**src/rtl/insn_dec_pkg.sv**
```systemverilog
package insn_dec_pkg;

    typedef enum logic [2:0] {
        CLS_NONE    = 3'd0,
        CLS_SRC     = 3'd1,
        CLS_DST     = 3'd2,
        CLS_DST_SRC = 3'd3,
        CLS_SRC_SRC = 3'd4,
        CLS_SRC_DST = 3'd5,
        CLS_BAD     = 3'd7
    } opd_class_e;

    typedef enum logic [1:0] {
        KIND_ADDR = 2'd0,
        KIND_REG  = 2'd1,
        KIND_IMM  = 2'd2,
        KIND_NONE = 2'd3
    } opd_kind_e;

    typedef enum logic [2:0] {
        ST_OPC_LO = 3'd0,
        ST_OPC_HI = 3'd1,
        ST_MODE   = 3'd2,
        ST_OPND   = 3'd3,
        ST_EMIT   = 3'd4
    } dec_state_e;

endpackage

```
**src/rtl/idec_class.sv**
```systemverilog
module idec_class
    import insn_dec_pkg::*;
(
    input  logic [15:0] opc,
    output opd_class_e  cls
);
    always_comb begin
        if (opc inside {[16'h1000:16'h100C]})
            cls = CLS_DST_SRC;
        else if (opc inside {16'h2000, 16'h2001, 16'h3004})
            cls = CLS_SRC_SRC;
        else if (opc inside {[16'h2002:16'h2004], 16'h3000, 16'h3002})
            cls = CLS_SRC;
        else if (opc == 16'h3003)
            cls = CLS_DST;
        else if (opc == 16'h4000)
            cls = CLS_SRC_DST;
        else if (opc inside {16'h3001, 16'h3005, [16'hF000:16'hF002]})
            cls = CLS_NONE;
        else
            cls = CLS_BAD;
    end
endmodule

```
**src/rtl/idec_mode.sv**
```systemverilog
module idec_mode
    import insn_dec_pkg::*;
#(
    parameter int ADDR_BYTES = 8,
    parameter int WID_W      = 4
) (
    input  logic [3:0]       mode,
    output opd_kind_e        kind,
    output logic [WID_W-1:0] width,
    output logic [WID_W-1:0] nbytes,
    output logic             legal_src,
    output logic             legal_dst
);
    always_comb begin
        kind   = KIND_NONE;
        width  = '0;
        nbytes = '0;
        if (mode <= 4'd3) begin
            kind   = KIND_ADDR;
            width  = WID_W'(ADDR_BYTES >> mode[1:0]);
            nbytes = WID_W'(ADDR_BYTES);
        end else if (mode == 4'd4) begin
            kind   = KIND_REG;
            width  = WID_W'(ADDR_BYTES);
            nbytes = WID_W'(1);
        end else if (mode <= 4'd8) begin
            kind   = KIND_IMM;
            width  = WID_W'(ADDR_BYTES >> (mode - 4'd5));
            nbytes = WID_W'(ADDR_BYTES >> (mode - 4'd5));
        end
        legal_src = (mode <= 4'd8);
        legal_dst = (mode <= 4'd4);
    end
endmodule

```
**src/rtl/insn_decoder.sv**
```systemverilog
module insn_decoder
    import insn_dec_pkg::*;
#(
    parameter  int VAL_W      = 64,
    localparam int ADDR_BYTES = VAL_W / 8,
    localparam int WID_W      = $clog2(ADDR_BYTES + 1),
    localparam int CNT_W      = (ADDR_BYTES > 1) ? $clog2(ADDR_BYTES) : 1,
    localparam int LEN_W      = $clog2(3 + 2 * ADDR_BYTES + 1)
) (
    input  logic             clk,
    input  logic             rst_n,
    input  logic             in_valid,
    output logic             in_ready,
    input  logic [7:0]       in_byte,
    output logic             out_valid,
    input  logic             out_ready,
    output logic [15:0]      out_opcode,
    output logic [2:0]       out_class,
    output logic [3:0]       out_mode0,
    output logic [1:0]       out_kind0,
    output logic [WID_W-1:0] out_width0,
    output logic [VAL_W-1:0] out_value0,
    output logic [3:0]       out_mode1,
    output logic [1:0]       out_kind1,
    output logic [WID_W-1:0] out_width1,
    output logic [VAL_W-1:0] out_value1,
    output logic [LEN_W-1:0] out_len,
    output logic             out_invalid
);

    typedef struct packed {
        dec_state_e             st;
        logic [15:0]            opc;
        opd_class_e             cls;
        logic [1:0][3:0]        mode;
        logic [1:0]             nops;
        logic                   idx;
        logic [CNT_W-1:0]       cnt;
        logic [1:0][VAL_W-1:0]  val;
        logic [LEN_W-1:0]       len;
        logic                   inv;
    } dec_reg_t;

    dec_reg_t q, d;

    opd_class_e       new_cls;
    logic [3:0]       hi_nib, lo_nib;
    logic [1:0][3:0]  arr, dec_in;
    opd_kind_e        kind [2];
    logic [WID_W-1:0] width [2];
    logic [WID_W-1:0] nbytes [2];
    logic [1:0]       lsrc, ldst, is_dst, slot_ok;
    logic             single, mode_ok, accept;
    logic [7:0]       opnd_byte;
    logic [VAL_W-1:0] shifted;
    logic [WID_W-1:0] cur_n;

    // opcode class looks at the incoming high byte joined to the stored low byte
    idec_class u_class (
        .opc ({in_byte, q.opc[7:0]}),
        .cls (new_cls)
    );

    generate
        for (genvar gi = 0; gi < 2; gi++) begin : g_mode
            idec_mode #(
                .ADDR_BYTES (ADDR_BYTES),
                .WID_W      (WID_W)
            ) u_mode (
                .mode      (dec_in[gi]),
                .kind      (kind[gi]),
                .width     (width[gi]),
                .nbytes    (nbytes[gi]),
                .legal_src (lsrc[gi]),
                .legal_dst (ldst[gi])
            );
        end
    endgenerate

    // place mode nibbles into parameter-order slots
    always_comb begin
        hi_nib = in_byte[7:4];
        lo_nib = in_byte[3:0];
        case (q.cls)
            CLS_SRC_DST:              arr = {hi_nib, lo_nib};
            CLS_DST_SRC, CLS_SRC_SRC: arr = {lo_nib, hi_nib};
            default:                  arr = {4'h0, hi_nib};
        endcase
        dec_in    = (q.st == ST_MODE) ? arr : q.mode;
        is_dst[0] = (q.cls == CLS_DST_SRC) || (q.cls == CLS_DST);
        is_dst[1] = (q.cls == CLS_SRC_DST);
        single    = (q.cls == CLS_SRC) || (q.cls == CLS_DST);
        for (int i = 0; i < 2; i++)
            slot_ok[i] = is_dst[i] ? ldst[i] : lsrc[i];
        mode_ok = single ? (slot_ok[0] && (lo_nib == 4'h0)) : (&slot_ok);
    end

    always_comb begin
        d         = q;
        accept    = in_valid && (q.st != ST_EMIT);
        cur_n     = nbytes[q.idx];
        opnd_byte = (kind[q.idx] == KIND_REG) ? {2'b00, in_byte[5:0]} : in_byte;
        shifted   = {{(VAL_W-8){1'b0}}, opnd_byte} << {q.cnt, 3'b000};
        case (q.st)
            ST_OPC_LO: if (accept) begin
                d      = '0;
                d.opc  = {8'h00, in_byte};
                d.len  = LEN_W'(1);
                d.st   = ST_OPC_HI;
            end
            ST_OPC_HI: if (accept) begin
                d.opc[15:8] = in_byte;
                d.cls       = new_cls;
                d.len       = LEN_W'(2);
                if (new_cls == CLS_NONE) begin
                    d.st = ST_EMIT;
                end else if (new_cls == CLS_BAD) begin
                    d.inv = 1'b1;
                    d.st  = ST_EMIT;
                end else begin
                    d.st = ST_MODE;
                end
            end
            ST_MODE: if (accept) begin
                d.len  = LEN_W'(3);
                d.mode = arr;
                d.nops = single ? 2'd1 : 2'd2;
                if (!mode_ok) begin
                    d.inv = 1'b1;
                    d.st  = ST_EMIT;
                end else begin
                    d.st = ST_OPND;
                end
            end
            ST_OPND: if (accept) begin
                d.len        = q.len + 1'b1;
                d.val[q.idx] = q.val[q.idx] | shifted;
                if ((kind[q.idx] == KIND_REG) && (in_byte[7:6] != 2'b00))
                    d.inv = 1'b1;
                if (WID_W'(q.cnt) + WID_W'(1) == cur_n) begin
                    d.cnt = '0;
                    if (2'(q.idx) + 2'd1 == q.nops)
                        d.st = ST_EMIT;
                    else
                        d.idx = 1'b1;
                end else begin
                    d.cnt = q.cnt + 1'b1;
                end
            end
            ST_EMIT: if (out_ready) d.st = ST_OPC_LO;
            default: d.st = ST_OPC_LO;
        endcase
    end

    always_ff @(posedge clk or negedge rst_n) begin
        if (!rst_n) q <= '0;
        else        q <= d;
    end

    assign in_ready    = (q.st != ST_EMIT);
    assign out_valid   = (q.st == ST_EMIT);
    assign out_opcode  = q.opc;
    assign out_class   = q.cls;
    assign out_len     = q.len;
    assign out_invalid = q.inv;
    assign out_mode0   = q.mode[0];
    assign out_mode1   = q.mode[1];
    assign out_value0  = q.val[0];
    assign out_value1  = q.val[1];
    assign out_kind0   = (q.nops > 2'd0) ? kind[0]  : KIND_NONE;
    assign out_kind1   = (q.nops > 2'd1) ? kind[1]  : KIND_NONE;
    assign out_width0  = (q.nops > 2'd0) ? width[0] : '0;
    assign out_width1  = (q.nops > 2'd1) ? width[1] : '0;

endmodule

```
**config.mk**
```make
export PLATFORM = sky130hd
export DESIGN_NAME = insn_decoder
export DESIGN_NICKNAME = d
export VERILOG_FILES = /design/src/rtl/insn_dec_pkg.sv /design/src/rtl/idec_class.sv /design/src/rtl/idec_mode.sv /design/src/rtl/insn_decoder.sv
export SDC_FILE = /design/constraint.sdc
export NUM_CORES = 1
export LEC_CHECK = 0
export ABC_AREA = 1
export BUFFER_PORTS_ARGS = -buffer_cell sky130_fd_sc_hd__buf_2
export CAP_MARGIN = 5
export CORE_ASPECT_RATIO = 1.1
export CORE_UTILIZATION = 35
export DETAILED_ROUTE_END_ITERATION = 8
export GPL_ROUTABILITY_DRIVEN = 0
export GPL_TIMING_DRIVEN = 0
export PLACE_DENSITY = 0.63
export SLEW_MARGIN = 25
export SYNTH_ARGS = -nofsm -noshare
export SYNTH_HDL_FRONTEND = slang
export SYNTH_SLANG_ARGS = --single-unit
export TNS_END_PERCENT = 1
```
**constraint.sdc**
```tcl
create_clock -name clk -period 3.42 [get_ports clk]
set_clock_uncertainty 0.2 [all_clocks]
set_input_delay 0.342 -clock clk [delete_from_list [all_inputs] [get_ports clk]]
set_output_delay 0.342 -clock clk [all_outputs]
set_load 0.02 [all_outputs]
```
# == After elaboration in Yosys (flattened, before gate mapping) ==
# Index checks and enable logic that the tools add are counted.
# word_totals
reg_bits,170
latch_bits,0
ramBits,0
rom_bits,0
inputBits,12
output_inout_bits,175
n_memories,0
# op_classes
n_addsub,6
multipliers,0
div_mod_pow,0
magnitude_cmp,17
n_eq_ne,37
shifts,5
muxes,72
n_bitwise,2
n_reduce_logical,30
# op_table
operator,count
one-hot mux 132 bit (2 select lines),1
two-way mux 64 bit,3
two-way mux 170 bit,1
two-way mux 138 bit,1
bitwise mux 128 bit,1
"== test 16 x 14 -> 1 bit, second input constant",8
demux 64 bit (select 1 bit),1
OR 64 bit,1
<< shifter 8 x 6 -> 64 bit,1
two-way mux 4 bit,15
two-way mux 3 bit,16
one-hot mux 8 bit (2 select lines),2
one-hot mux 6 bit (4 select lines),1
"!= test 2 bit, second input constant",11
two-way mux 2 bit,10
one-hot mux 10 bit (2 select lines),1
"== test 16 x 15 -> 1 bit, second input constant",1
">= comparator 16 x 13 -> 1 bit, second input constant",1
">= comparator 16 x 14 -> 1 bit, second input constant",1
">= comparator 16 bit, second input constant",1
"less-or-equal comparator 16 x 13 -> 1 bit, second input constant",1
"less-or-equal comparator 16 x 14 -> 1 bit, second input constant",1
"less-or-equal comparator 16 bit, second input constant",1
two-way mux 8 bit,2
43 further kinds,86

# == Depth between registers and ports, before layout ==
# depth
depth_word,18
mapped_depth,23
ltp_nobuf,23

# == Hierarchy ==
# A second synthesis with hierarchy kept.
# hier_totals
cells_unflattened,1404
hier_area_um2,10518.8
# by_module_without_submodules
module,instances,cells_per_inst,area_per_inst_um2,seq_area_each_um2
insn_decoder,1,1247,9659.3,4254.1
idec_mode,2,49,250.2,0.0
idec_class,1,59,359.1,0.0

# == Worst setup path after synthesis ==
# No wires, ideal clock.
# synth_timing
path_type,flip-flop to flip-flop
from,register q[169] (netlist name)
to,register q[167] (netlist name)
setup_ps,117
arrival_ps,2434
t_required_ps,3103
setup_slack_ps,669
path_stages_with_launch,22
period_less_slack_ps,2751
path_cell_list,dfrtp_1 inv_2 nand2_2 nor2_8 buf_6 nand3_2 nand2_2 inv_1 ha_1 nand3b_1 nor2_1 nand3_1 nand2_1 nand2_1 nand2_1 nand2_1 nor2_2 nand2_1 nand2_4 nand2_2 nand2_1 nand2_1
# synth_between
elab_chain_len,13
# synth_rtl
element,line_no,text
start: declaration,insn_decoder.sv:44,"dec_reg_t q, d;"
start signal: assignment,insn_decoder.sv:156,if (!rst_n) q <= '0;
start signal: assignment,insn_decoder.sv:157,else q <= d;
== test 3 x 2 -> 1 bit,"insn_decoder.sv:89, insn_decoder.sv:104",
two-way mux 8 bit,insn_decoder.sv:89,dec_in = (q.st == ST_MODE) ? arr : q.mode;
subtractor 4 x 3 -> 4 bit,idec_mode.sv:29,nbytes = WID_W'(ADDR_BYTES >> (mode - 4'd5));
right shift 4 x 4 -> 4 bit,idec_mode.sv:29,
two-way mux 4 bit,idec_mode.sv:26,end else if (mode <= 4'd8) begin
two-way mux 4 bit,idec_mode.sv:22,end else if (mode == 4'd4) begin
two-way mux 4 bit,idec_mode.sv:18,if (mode <= 4'd3) begin
two-way mux 4 bit (not written as such) (3 in a row),insn_decoder.sv:101,cur_n = nbytes[q.idx];
== test 4 bit,insn_decoder.sv:140,if (WID_W'(q.cnt) + WID_W'(1) == cur_n) begin
!= test 2 bit (no source line),-,
AND reduction 7 bit (no source line),-,
# Several ways; a longest one is shown, not always the timed one. The select of a mux whose other input is x is not followed.
# A chain may end at the register's enable or synchronous reset.

# == Final worst setup path ==
# layout_timing
from,register q[169] (netlist name)
to,output out_width0[1]
# layout_between
elab_chain_len,8
# layout_rtl
element,line_no,text
== test 3 x 2 -> 1 bit (*),insn_decoder.sv:89,
two-way mux 8 bit (*),insn_decoder.sv:89,
subtractor 4 x 3 -> 4 bit,idec_mode.sv:28,width = WID_W'(ADDR_BYTES >> (mode - 4'd5));
right shift 4 x 4 -> 4 bit,idec_mode.sv:28,
two-way mux 4 bit,idec_mode.sv:26,
two-way mux 4 bit,idec_mode.sv:22,
two-way mux 4 bit (*),idec_mode.sv:18,
two-way mux 4 bit (*),insn_decoder.sv:172,assign out_width0 = (q.nops > 2'd0) ? width[0] : '0;
end: declaration,insn_decoder.sv:21,"output logic [WID_W-1:0] out_width0,"
# Every way passes the cells marked *; elsewhere a longest branch is shown, timed or not.

==> flow_metrics.env <==
export IMPL_outcome="finished, final reports clean"
export IMPL_p_total_mw=5.37
export IMPL_hold_viol=0
export IMPL_synth_top_area_share_pct=42.3
export IMPL_drtIter0Drc=934
export IMPL_io_pins=187
export IMPL_drt_wirelength_per_cell_um=17.7
export IMPL_reg2reg_from="q[169]"
export IMPL_clock_latency_ns=0.43
export IMPL_hold_end="out_opcode[0]"
export IMPL_fin_setup_tns_ns=0
export IMPL_reg2reg_to="out_value1[47]"
export IMPL_leakagePower_nw=6.29
export IMPL_grt_util_met1_pct=30.4
export IMPL_pre_cts_slack_ns=0.148
export IMPL_track_usage_pct=22.4
export IMPL_cts_buffer_depth=2
export IMPL_synth_edff_count=0
export IMPL_yosys_top_cells_area="dfrtp_1 (42%), buf_4 (12%), o21ai_0 (8.5%)"
export IMPL_dieArea_mm2=0.0294
export IMPL_synth_area_mm2=0.0100
export IMPL_synth_top_family_by_area="buffers and inverters"
export IMPL_holdWs_ns=0.0477
export IMPL_dp_hpwl_mm=24.4
export IMPL_layout_drive_gt1_share_pct=29.6
export IMPL_cts_tree="done"
export IMPL_cpMaxStageDelayCell="dfrtp_1"
export IMPL_maxCapViolCount=0
export IMPL_routed_wl_mm=32.7
export IMPL_hold_depth=3
export IMPL_synth_seq_cells=170
export IMPL_fp_row_count=64
export IMPL_die_h_um=180
export IMPL_rsz0062_at_grt="yes"
export IMPL_synthSimpleGateAreaFrac_pct=15.9
export IMPL_power_density_mw_per_mm2=439
export IMPL_period_minus_slack_ns=3.30
export IMPL_path_clk_slew_ns=0.07
export IMPL_seqPwrFrac_pct=42.4
export IMPL_slew_viol_final=0
export IMPL_start_util_pct=35.8
export IMPL_synth_cells=1254
export IMPL_setup_viol=0
export IMPL_ys_warn_count=0
export IMPL_p_clk_share_pct=33.8
export IMPL_crit_fanout=7
export IMPL_yosysUniqueCellTypes=42
export IMPL_regToRegSetupSlack_ns=0.22
export IMPL_yosysTopAreaCell="dfrtp_1"
export IMPL_async_flop_share_pct=100
export IMPL_synth_flop_cell="dfrtp_1"
export IMPL_cp_start_kind="register"
export IMPL_clockRootBuffer="clkbuf_16"
export IMPL_tightest_slew_ns=0.822
export IMPL_synthXorXnorAreaFrac_pct=0.0872
export IMPL_intPower_mw=3.54
export IMPL_crit_path_end_kind="primary output"
export IMPL_fmax_mhz=303
export IMPL_fin_nets=1501
export IMPL_utilization_pct=43.6
export IMPL_vdd_drop_max_mv=0.280
export IMPL_crit_chain="inv_2 -> nand2_4 -> nor2_8 -> inv_2 -> nand2_1 -> nand2_1 -> inv_2 -> ha_1 -> nand3_1 -> o21ai_1 -> nand2_1 -> nor2_1 -> nand3_2 -> a21oi_2 -> buf_4"
export IMPL_arrival_ns=2.75
export IMPL_grt_pass1_vias=9373
export IMPL_muxShareOfSynthArea_pct=0
export IMPL_avgSynthCellArea_um2=8.01
export IMPL_dr_pass1_iters=7
export IMPL_worstSetupPathType="reg -> out"
export IMPL_diodes=0
export IMPL_pwr_share_comb_pct=23.8
export IMPL_netSwitchingFraction_pct=34.0
export IMPL_drcViolationCount=0
export IMPL_crit_path_max_incr_delay_ns=0.40
export IMPL_reg2regPathDepth=16
export IMPL_holdCritStartpoint="in_byte[0]"
export IMPL_chipWidth_um=164
export IMPL_port_buffers=186
export IMPL_gr_total_overflow=0
export IMPL_min_path_type="in -> reg"
export IMPL_fin_crit_sh_pct=96.4
export IMPL_grt_pass1_wl_mm=51.2
export IMPL_area_delta_synth_final_pct=21.6
export IMPL_drtAntennaViolNets=0
export IMPL_numClockSinks=170
export IMPL_power_switching_mw=1.82
export IMPL_layout_commonest_cell="buf_2"
export IMPL_mostFrequentLayoutCells="buf_2 (186), buf_4 (179), o21ai_0 (171)"
export IMPL_core_mm2=0.0280
export IMPL_met2_usage_pct=36.2
export IMPL_ys_seq_area_share_pct=42.3
export IMPL_synth_adder_area_share_pct=1.49
export IMPL_relSlewSlack_pct=45.0
export IMPL_cts_buffers=17
export IMPL_use_met3_pct=3.16
export IMPL_antenna_found_initial=0
export IMPL_grt_max_degree=87
export IMPL_grt_most_used_layer="met2"
export IMPL_synth_compound_area_share_pct=20.0
export IMPL_via_per_inst=5.20
export IMPL_num_vias=9637
export IMPL_setup_slack_ns=0.124
export IMPL_ctsHtreeMaxLevel=4
export IMPL_cp_required_ns=2.88
export IMPL_synthesis_nets=1278
## stage by stage
step / area (um2) / instances
3_3_place_gp: 11400 / 1803
4_1_cts: 12000 / 1837
5_1_grt: 12200 / 1852
3_5_place_dp: 11500 / 1804
2_1_floorplan: 10000 / 1254
6_report: 12200 / 1852
## cells in the mapped netlist (all sizes together) (2+ instances only)
library cell / instances
o22ai: 70
dfrtp: 170
o221ai: 6
buf: 169
nor3b: 2
nor2: 111
a221oi: 49
clkbuf: 54
o21ai: 185
nand3b: 3
inv: 151
nor4: 2
or2: 2
nand2: 157
a21oi: 15
nand3: 56
o211ai: 2
ha: 12
nor3: 22
a31oi: 6
nand4: 4
## layout make-up
type | count | area (um2)
Buffer | 223 | 1460
Clock buffer | 22 | 464
Clock inverter | 9 | 66.3
Fill cell | 2903 | 15800
Inverter | 151 | 574
Multi-Input combinational cell | 710 | 3830
Sequential cell | 170 | 4260
Tap cell | 363 | 454
Timing Repair Buffer | 204 | 1110
## per-layer routing
metal  vias to the layer above  share of wire [%]  routed length, um
met5                         -                  0                  0
met4                         0                2.6                841
met3                        60                6.8               2210
met2                       421                 48              15500
met1                      4618                 43              14100
li1                       4538                  -                  -
## worst max-delay path: cells and delay by family, from the launching register on
family | cells | cell delay, ns
adder cells (fa/ha/maj) | 1 | 0.19
buffers and inverters | 4 | 0.48
AND/OR/NAND/NOR | 8 | 0.92
AO/OA/AOI/OAI | 2 | 0.32
flip-flops | 1 | 0.40
## registers in the layout (all words and copies together) (netlist names)
signal and count:
q 9, out_class 3, out_invalid 1, out_value0 64, out_len 5, out_opcode 16, out_value1 64, out_mode1 4
out_mode0 4
## worst max path at each step
stage,end,from,depth (start not counted),slack (ns)
3_3_place_gp,out_opcode[7],rst_n,1,-0.96
4_1_cts,out_width1[0],q[169],14,0.007
5_1_grt,out_width0[1],q[169],15,-0.05
6_report,out_width0[1],q[169],15,0.12
2_1_floorplan,q[167],q[169],21,0.67
3_5_place_dp,out_value0[15],out_class[1],17,0.15
## cell families (layout without fill, tap and decap cells)
family / count (synthesis) / in the layout
and+or+nand+nor: 360 / 360
DFF: 170 / 170
AOI/OAI and AO/OA: 337 / 337
xor gates and xnor gates: 1 / 1
adders and majority gates: 12 / 12
buffers and inverters: 374 / 609
## power by group through the flow
stage          logic (mW)  clock network (mW)  registers [mW]
2_1_floorplan       0.827                   0            2.27
3_3_place_gp         1.22                   0            2.31
3_5_place_dp         1.24                   0            2.31
4_1_cts              1.25                1.83            2.27
5_1_grt              1.41                1.91            2.29
6_report             1.28                1.81            2.27
## timing repair
item                       CTS  global route
gates cloned                 0             0
pin swaps                    0             5
setup endpoints to repair    3            22
hold buffers                 2             0
setup buffers                0            15
resized for setup            5            20
hold endpoints to repair    85             0
(Power assumes the default switching activity.)
